### src/rtl/cmpu_pkg.sv
package cmpu_pkg;
  typedef enum logic {
    MODE_PWM    = 1'b0,
    MODE_DIRECT = 1'b1
  } cmp_mode_e;
endpackage

### src/rtl/cmpu_timer.sv
module cmpu_timer #(
  parameter int CNT_W = 16
) (
  input  logic             clk,
  input  logic             rst_n,
  output logic [CNT_W-1:0] cnt,
  output logic             ovf
);
  localparam logic [CNT_W-1:0] CNT_MAX = {CNT_W{1'b1}};

  logic [CNT_W-1:0] cnt_q;
  logic             ovf_q;

  // ovf_q marks the cycle in which the count sits at zero after a wrap.
  // It resets high so the first cycle is also a period start.
  always_ff @(posedge clk) begin
    if (!rst_n) begin
      cnt_q <= '0;
      ovf_q <= 1'b1;
    end else begin
      cnt_q <= cnt_q + 1'b1;
      ovf_q <= (cnt_q == CNT_MAX);
    end
  end

  assign cnt = cnt_q;
  assign ovf = ovf_q;

  AST_CNT_STEP: assert property (@(posedge clk) disable iff (!rst_n)
    (cnt != CNT_MAX) |=> (cnt == $past(cnt) + 1'b1) && !ovf);
  AST_CNT_WRAP: assert property (@(posedge clk) disable iff (!rst_n)
    (cnt == CNT_MAX) |=> (cnt == '0) && ovf);
endmodule

### src/rtl/cmpu_cfg_regs.sv
module cmpu_cfg_regs
  import cmpu_pkg::*;
#(
  parameter int N_CH   = 4,
  parameter int CNT_W  = 16,
  parameter int CFG_W  = 16,
  parameter int ADDR_W = 3
) (
  input  logic                        clk,
  input  logic                        rst_n,
  input  logic                        cfg_we,
  input  logic [ADDR_W-1:0]           cfg_addr,
  input  logic [CFG_W-1:0]            cfg_wdata,
  input  logic                        latch_we,
  input  logic [N_CH-1:0]             latch_wdata,
  output logic [N_CH-1:0][CNT_W-1:0]  cmp_val,
  output logic [N_CH-1:0]             ch_en,
  output cmp_mode_e                   mode,
  output logic                        ch0_fall,
  output logic [N_CH-1:0]             latch_q
);
  localparam int MODE_BIT = N_CH;
  localparam int EDGE_BIT = N_CH + 1;
  localparam logic [ADDR_W-1:0] CTRL_ADDR = ADDR_W'(N_CH);

  logic [N_CH-1:0] lock;
  logic            ctrl_hit;
  logic            unused_wdata;

  assign unused_wdata = ^cfg_wdata;
  assign ctrl_hit     = cfg_we && (cfg_addr == CTRL_ADDR);

  for (genvar i = 0; i < N_CH; i++) begin : g_cmp
    always_ff @(posedge clk) begin
      if (!rst_n) begin
        cmp_val[i] <= '0;
      end else if (cfg_we && (cfg_addr == ADDR_W'(i))) begin
        cmp_val[i] <= cfg_wdata[CNT_W-1:0];
      end
    end

    // A channel running in PWM compare mode owns its pin; the latch is locked.
    assign lock[i] = ch_en[i] && (mode == MODE_PWM);

    always_ff @(posedge clk) begin
      if (!rst_n) begin
        latch_q[i] <= 1'b0;
      end else if (latch_we && !lock[i]) begin
        latch_q[i] <= latch_wdata[i];
      end
    end
  end

  always_ff @(posedge clk) begin
    if (!rst_n) begin
      ch_en    <= '0;
      mode     <= MODE_PWM;
      ch0_fall <= 1'b0;
    end else if (ctrl_hit) begin
      ch_en    <= cfg_wdata[N_CH-1:0];
      mode     <= cmp_mode_e'(cfg_wdata[MODE_BIT]);
      ch0_fall <= cfg_wdata[EDGE_BIT];
    end
  end

  AST_LATCH_LOCKED: assert property (@(posedge clk) disable iff (!rst_n)
    (|lock) |=> (((latch_q ^ $past(latch_q)) & $past(lock)) == '0));
endmodule

### src/rtl/cmpu_channel.sv
module cmpu_channel
  import cmpu_pkg::*;
#(
  parameter int CNT_W = 16
) (
  input  logic             clk,
  input  logic             rst_n,
  input  logic [CNT_W-1:0] cnt,
  input  logic             ovf,
  input  logic [CNT_W-1:0] cmp_val,
  input  logic             en,
  input  cmp_mode_e        mode,
  input  logic             fall_sel,
  input  logic             latch_bit,
  output logic             pin,
  output logic             irq
);
  logic match;
  logic hit;
  logic hit_q;
  logic pwm_q;
  logic pwm_nxt;
  logic rise_ev;
  logic fall_ev;

  // Level compare signal: active for every cycle the count equals the value.
  assign match = (cnt == cmp_val);
  assign hit   = en && match;

  // Wrap has priority over match so that C=0 yields a pin that never rises.
  always_comb begin
    if (ovf)        pwm_nxt = 1'b0;
    else if (match) pwm_nxt = 1'b1;
    else            pwm_nxt = pwm_q;
  end

  always_ff @(posedge clk) begin
    if (!rst_n) begin
      pwm_q <= 1'b0;
      hit_q <= 1'b0;
    end else begin
      pwm_q <= pwm_nxt;
      hit_q <= hit;
    end
  end

  // The pin takes its new value in the match cycle itself.
  assign pin = (en && (mode == MODE_PWM)) ? pwm_nxt : latch_bit;

  assign rise_ev = hit && !hit_q;
  assign fall_ev = !hit && hit_q;
  assign irq     = en && (fall_sel ? fall_ev : rise_ev);

  AST_PIN_UP_ON_MATCH: assert property (@(posedge clk) disable iff (!rst_n)
    (en && (mode == MODE_PWM) && (cnt == cmp_val) && !ovf) |-> pin);
  AST_PIN_LOW_AT_WRAP: assert property (@(posedge clk) disable iff (!rst_n)
    (en && (mode == MODE_PWM) && ovf) |-> !pin);
  AST_IRQ_ONE_CYCLE: assert property (@(posedge clk) disable iff (!rst_n)
    irq |=> (!irq || (fall_sel != $past(fall_sel))));
  AST_IRQ_NEEDS_EN: assert property (@(posedge clk) disable iff (!rst_n)
    !en |-> !irq);
endmodule

### src/rtl/cmp_timer_unit.sv
module cmp_timer_unit
  import cmpu_pkg::*;
#(
  parameter int N_CH   = 4,
  parameter int CNT_W  = 16,
  parameter int CFG_W  = 16,
  parameter int ADDR_W = $clog2(N_CH + 1)
) (
  input  logic              clk,
  input  logic              rst_n,
  input  logic              cfg_we,
  input  logic [ADDR_W-1:0] cfg_addr,
  input  logic [CFG_W-1:0]  cfg_wdata,
  input  logic              latch_we,
  input  logic [N_CH-1:0]   latch_wdata,
  output logic [CNT_W-1:0]  tmr_count,
  output logic [N_CH-1:0]   cmp_pin,
  output logic [N_CH-1:0]   cmp_irq
);
  logic [CNT_W-1:0]            cnt;
  logic                        ovf;
  logic [N_CH-1:0][CNT_W-1:0]  cmp_val;
  logic [N_CH-1:0]             ch_en;
  cmp_mode_e                   mode;
  logic                        ch0_fall;
  logic [N_CH-1:0]             latch_q;

  cmpu_timer #(.CNT_W(CNT_W)) u_timer (
    .clk   (clk),
    .rst_n (rst_n),
    .cnt   (cnt),
    .ovf   (ovf)
  );

  cmpu_cfg_regs #(
    .N_CH   (N_CH),
    .CNT_W  (CNT_W),
    .CFG_W  (CFG_W),
    .ADDR_W (ADDR_W)
  ) u_regs (
    .clk         (clk),
    .rst_n       (rst_n),
    .cfg_we      (cfg_we),
    .cfg_addr    (cfg_addr),
    .cfg_wdata   (cfg_wdata),
    .latch_we    (latch_we),
    .latch_wdata (latch_wdata),
    .cmp_val     (cmp_val),
    .ch_en       (ch_en),
    .mode        (mode),
    .ch0_fall    (ch0_fall),
    .latch_q     (latch_q)
  );

  for (genvar i = 0; i < N_CH; i++) begin : g_ch
    // Only channel 0 may pick the falling edge; the rest are tied to rising.
    logic fall_sel;
    if (i == 0) begin : g_sel0
      assign fall_sel = ch0_fall;
    end else begin : g_seln
      assign fall_sel = 1'b0;
    end

    cmpu_channel #(.CNT_W(CNT_W)) u_ch (
      .clk       (clk),
      .rst_n     (rst_n),
      .cnt       (cnt),
      .ovf       (ovf),
      .cmp_val   (cmp_val[i]),
      .en        (ch_en[i]),
      .mode      (mode),
      .fall_sel  (fall_sel),
      .latch_bit (latch_q[i]),
      .pin       (cmp_pin[i]),
      .irq       (cmp_irq[i])
    );
  end

  assign tmr_count = cnt;
endmodule

### config.mk
export PLATFORM = sky130hd
export DESIGN_NAME = cmp_timer_unit
export DESIGN_NICKNAME = d
export VERILOG_FILES = /design/src/rtl/cmpu_pkg.sv /design/src/rtl/cmpu_timer.sv /design/src/rtl/cmpu_cfg_regs.sv /design/src/rtl/cmpu_channel.sv /design/src/rtl/cmp_timer_unit.sv
export SDC_FILE = /design/constraint.sdc
export NUM_CORES = 1
export LEC_CHECK = 0
export CORE_MARGIN = 1
export CORE_UTILIZATION = 55
export DETAILED_ROUTE_END_ITERATION = 8
export PLACE_DENSITY = 0.78
export SLEW_MARGIN = 10
export SYNTH_ARGS = -nofsm -noshare
export SYNTH_HDL_FRONTEND = slang
export SYNTH_SLANG_ARGS = --single-unit
### constraint.sdc
create_clock -name clk -period 2.15 [get_ports clk]
set_input_delay 0.43 -clock clk [delete_from_list [all_inputs] [get_ports clk]]
set_output_delay 0.43 -clock clk [all_outputs]
set_load 0.05 [all_outputs]
Word-level counts from Yosys, hierarchy flattened
Index checks and enable logic that the tools add are counted.
{"block": "word_totals", "ff_bits": 99, "in_bits": 27, "out_inout_bits": 24}
{"block": "op_classes", "add_sub_neg": 1, "eq_ne": 9, "muxes": 13, "bitwise_logic": 1, "n_reduce_logical": 36}
{"op": "16-bit == test", "count": 4}
{"op": "1-bit logical AND", "count": 26}
{"op": "16-bit by 1-bit adder with 16-bit output (second input constant)", "count": 1}
{"op": "16-bit == test (second input constant)", "count": 1}
{"op": "1-bit two-way mux", "count": 13}
{"op": "1-bit zero test", "count": 9}
{"op": "3-bit by 2-bit == test with 1-bit output (second input constant)", "count": 2}
{"op": "3-bit by 1-bit == test with 1-bit output (second input constant)", "count": 1}
{"op": "3-bit == test (second input constant)", "count": 1}
{"op": "3-bit zero test", "count": 1}
{"op": "1-bit NOT", "count": 1}

Logic depth before layout (Yosys ltp)
{"block": "logic_depth", "depth_word": 6, "depth_mapped": 7, "ltp_nobuf": 5}

Modules after synthesis
Synthesis repeated with hierarchy kept, for this count alone.
{"block": "hier_totals", "cells_unflattened": 486, "area_unflattened_um2": 4460.5}
{"module": "cmpu_cfg_regs", "n_inst": 1, "cells_per_inst": 276, "area_per_inst_um2": 2492.4, "seq_area_each_um2": 1481.4}
{"module": "cmpu_channel", "n_inst": 4, "cells_per_inst": 32, "area_per_inst_um2": 297.8, "seq_area_each_um2": 40.0}
{"module": "cmpu_timer", "n_inst": 1, "cells_per_inst": 81, "area_per_inst_um2": 773.2, "seq_area_each_um2": 340.3}
{"module": "cmp_timer_unit", "n_inst": 1, "cells_per_inst": 1, "area_per_inst_um2": 3.8, "seq_area_each_um2": 0.0}

Least setup slack after synthesis
Ideal clock, no wire load.
{"block": "synth_path", "path_type": "register to output", "start": "register u_timer.cnt_q[11] (netlist: u_timer.cnt[11])", "end": "output port cmp_irq[0]", "arrival_ps": 1961, "required_ps": 1720, "setup_slack_ps": -241, "path_stages_with_launch": 7, "path_cell_list": "dfxtp_1 -> buf_2 -> xnor2_1 -> nand4_1 -> nor4_2 -> mux2i_1 -> buf_4"}
{"block": "synth_between", "elab_chain_cells": 6, "word_cells_on_any_way": 7, "cone_classes": "eq/ne: 1; mux: 1; reduce/logical: 5"}
{"item": "start: declaration", "line": "cmpu_timer.sv:11", "source": "logic [CNT_W-1:0] cnt_q;"}
{"item": "start signal: assignment", "line": "cmpu_timer.sv:21", "source": "cnt_q <= cnt_q + 1'b1;"}
{"item": "16-bit == test (*)", "line": "cmpu_channel.sv:27", "source": "assign match = (cnt == cmp_val);"}
{"item": "1-bit logical AND (*)", "line": "cmpu_channel.sv:28", "source": "assign hit = en && match;"}
{"item": "1-bit zero test", "line": "cmpu_channel.sv:51", "source": "assign fall_ev = !hit && hit_q;"}
{"item": "1-bit logical AND", "line": "cmpu_channel.sv:51"}
{"item": "1-bit two-way mux (*)", "line": "cmpu_channel.sv:52", "source": "assign irq = en && (fall_sel ? fall_ev : rise_ev);"}
{"item": "1-bit logical AND (*)", "line": "cmpu_channel.sv:52"}
{"item": "end: declaration", "line": "cmp_timer_unit.sv:18", "source": "output logic [N_CH-1:0] cmp_irq"}
Mark *: on every way between the ends. The rest lies on a longest branch, timed or not.

Worst setup path after layout
{"block": "layout_path", "start": "register u_timer.cnt_q[8] (netlist: u_timer.cnt[8])", "end": "output port cmp_pin[1]"}
{"block": "layout_between", "elab_chain_cells": 4}
{"item": "16-bit == test", "line": "cmpu_channel.sv:27"}
{"item": "1-bit two-way mux", "line": "cmpu_channel.sv:33", "source": "else if (match) pwm_nxt = 1'b1;"}
{"item": "1-bit two-way mux", "line": "cmpu_channel.sv:32", "source": "if (ovf) pwm_nxt = 1'b0;"}
{"item": "1-bit two-way mux", "line": "cmpu_channel.sv:48", "source": "assign pin = (en && (mode == MODE_PWM)) ? pwm_nxt : latch_bit;"}
{"item": "end: declaration", "line": "cmp_timer_unit.sv:17", "source": "output logic [N_CH-1:0] cmp_pin,"}
No other way between the ends.

==> results.cfg <==
[outcome]
status = finished with violations
violations = negative setup slack

[clock_tree]
cts_tree = yes
cts_sinks = 99
clk_pin_slew_ns = 0.09
htree_levels = 3
postCtsHoldBufs = 0
clkLatencyLatePin_ns = 0.37
cts_buffer_depth = 2
cts_buffers = 9
cts_root_buf = clkbuf_8

[setup_path]
slowest_stage = nor4_2
start_kind = flop
timing.rr.start = u_timer.cnt[0]
slowest_delay_ns = 0.48
cp.arrival_ns = 2.15
crit_fanout = 5
crit_required_ns = 1.72
cpLargestDelayFamily = simple AND/OR/NAND/NOR gates
rrSetupSlack_ns = 0.33
worst-setup-path-type = flop to output pin
ff2ff_path_depth = 6
path_cells = xor2_1 -> nor4_2 -> a41oi_2 -> o31ai_2 -> buf_4 -> buf_12
r2r-end = u_timer.cnt[14]
cp.buffers_inverters = 2
end_kind = output pin

[floorplanning]
fp.dieH_um = 92.8
ios = 51
start_util = 0.578
die_w_um = 92.8
fp.dieArea_um2 = 8610
coreArea_um2 = 7850
rows = 32

[synth]
syn_area_um2 = 4530
synth-warning-count = 0
yosys_register_bits = 99
synthCells = 554
synth_top_cell_area_share = 0.437
yosys.cell_types.count = 36
synth_edf_count = 0
synth.avg_cell_area_um2 = 8.18
async_flop_share = 0
yosysSeqAreaShare = 0.437
yosys_most_used_dff = dfxtp_1
synth_top_area_cell = dfxtp_1
yosys-top-cells-area = dfxtp_1 44%, nand2_1 12%, xor2_1 11%
synth_nets = 582

[cells_and_area]
antenna_cells = 0
nets = 637
drive_gt1_frac = 0.192
areaGrowthSynthToFinish_pct = 29.2

[pwr]
total_power_uw = 3750
max-vdd-ir-drop_uv = 312
power_leakage_uw = 0.00248
p_per_area_nw_per_um2 = 640

[routing]
vias = 4120
wire_per_inst_um = 18.2
first_pass_iters = 7
drc = 0
ant_nets = 0
routed_wl_mm = 13.0
vias_per_cell = 5.75
drt_iter0_drc = 262

[place]
place_congestion = 0.893
dp_hpwl_mm = 8.72
portBuffers = 50
dp_slack_ns = -0.162

[grt]
grt_start_max_net_pins = 43
track_usage = 0.306
antenna_found_initial = 0
grt_overflow = 0
grt_pass1_wl_mm = 19.9
grt_pass1_vias = 3963

[hold_path]
min_path_type = flop to flop
whs_endpoint = u_regs.latch_q[2]
whs_path_depth = 2
min_from = u_regs.latch_q[2]

[sta]
tightestPinTransition_ns = 0.555
finalClockSkew_ns = 0.00827
whs_ns = 0.463
fin_ws_ns = -0.433
slew_viol_final = 0
fin_crit_sh = 1.20
rsz0062_at_grt = true
maxSlewHeadroom = 0.632
timing.final.crit_period_ns = 2.58
hold_viol_final = 0
fmaxAchievable_mhz = 387
finalSetupViolCount = 8

[run]
maxCapViolCount = 0
==> how the worst max path moves through the flow <==
stage	from	endpoint	slack [ns]	cells after the start
floorplan	u_timer.cnt[15]	cmp_irq[0]	-0.02	6
global placement	u_timer.cnt[15]	cmp_pin[2]	-0.12	6
detailed placement	u_timer.cnt[8]	cmp_pin[3]	-0.16	6
CTS	u_regs.cmp_val[25]	cmp_pin[1]	-0.37	7
global route	u_timer.cnt[8]	cmp_pin[1]	-0.49	6
finish	u_timer.cnt[8]	cmp_pin[1]	-0.43	6
==> cells in the final DEF (no fill, tap or decap), types with 12 or more instances in the layout <==
cell,instances
clkbuf_8,12
nand2_1,144
nor2_1,23
dfxtp_1,82
dlygate4sd2_1,12
a21oi_1,70
xor2_1,57
buf_12,14
buf_4,38
clkdlybuf4s50_1,26
nand3_1,12
xnor2_1,13
==> state kept, by name, indices dropped and copies added (netlist names) <==
register	count
u_regs.cmp_val	64
u_timer.cnt	16
g_ch.u_ch.hit_q	4
g_ch.u_ch.pwm_q	4
u_regs.ch_en	4
u_regs.latch_q	4
u_regs.ch0_fall	1
u_regs.mode	1
u_timer.ovf	1
==> area by class of cell <==
type                            count  area [um^2]
Clock buffer                       15          219
Clock inverter                      1         8.76
Fill cell                         554         1990
Inverter                            5         18.8
Multi-Input combinational cell    399         2470
Sequential cell                    99         2030
Tap cell                          102          128
Timing Repair Buffer               95          991
==> report_power, final <==
| group | switching [uW] | internal (uW) | total (uW) |
|---|---|---|---|
| clock network | 645 | 661 | 1310 |
| registers | 44.1 | 1870 | 1910 |
| logic | 287 | 244 | 532 |
| total | 976 | 2770 | 3750 |
==> synthesized netlist by cell type, types with 6 or more instances <==
library cell	number
buf_4	16
clkbuf_1	16
nor2_1	23
mux2i_1	8
nand3_1	12
xor2_1	59
xnor2_1	17
nand2_1	144
dfxtp_1	99
buf_2	13
nand4_1	11
a21oi_1	70
nor3_1	6
nor4_1	12
==> per-stage QoR <==
step / TNS [ns] / utilization / instance area (um^2) / cells
floorplan: -0.0192 / - / 4570 / 554
global placement: -0.307 / 0.683 / 5360 / 694
detailed placement: -0.510 / 0.683 / 5360 / 694
CTS: -2.41 / 0.727 / 5700 / 713
global route: -3.38 / 0.747 / 5860 / 716
finish: -2.77 / 0.747 / 5860 / 716
==> cells by family after synthesis <==
logic type,after synthesis,synth area share
mux,8,0.0177
buf+inv,56,0.0671
compound gates,81,0.0955
simple gates,233,0.233
flops,99,0.437
xor+xnor,76,0.147
fa+ha+maj,1,0.00276
==> routing by layer <==
metal	up-vias	global-route usage	part of all wire
met5	-	0	0
met4	0	0.147	0.045
met3	45	0.0583	0.085
met2	199	0.499	0.47
met1	1960	0.387	0.40
li1	1916	-	-
==> worst min-delay path, cell delays in order, from the launching register on <==
cell and delay [ns]:
dfxtp_1 0.32, nand2_1 0.05, a21oi_1 0.05
==> timing repair <==
item | 4_1_cts | 5_1_grt
resized for setup | 30 | 26
endpoints found under the setup margin | 20 | 11
hold endpoints to repair | 0 | 0
setup buffers | 3 | 3
pin swaps | 10 | 4
No activity file was read; power rests on OpenSTA's default activity.
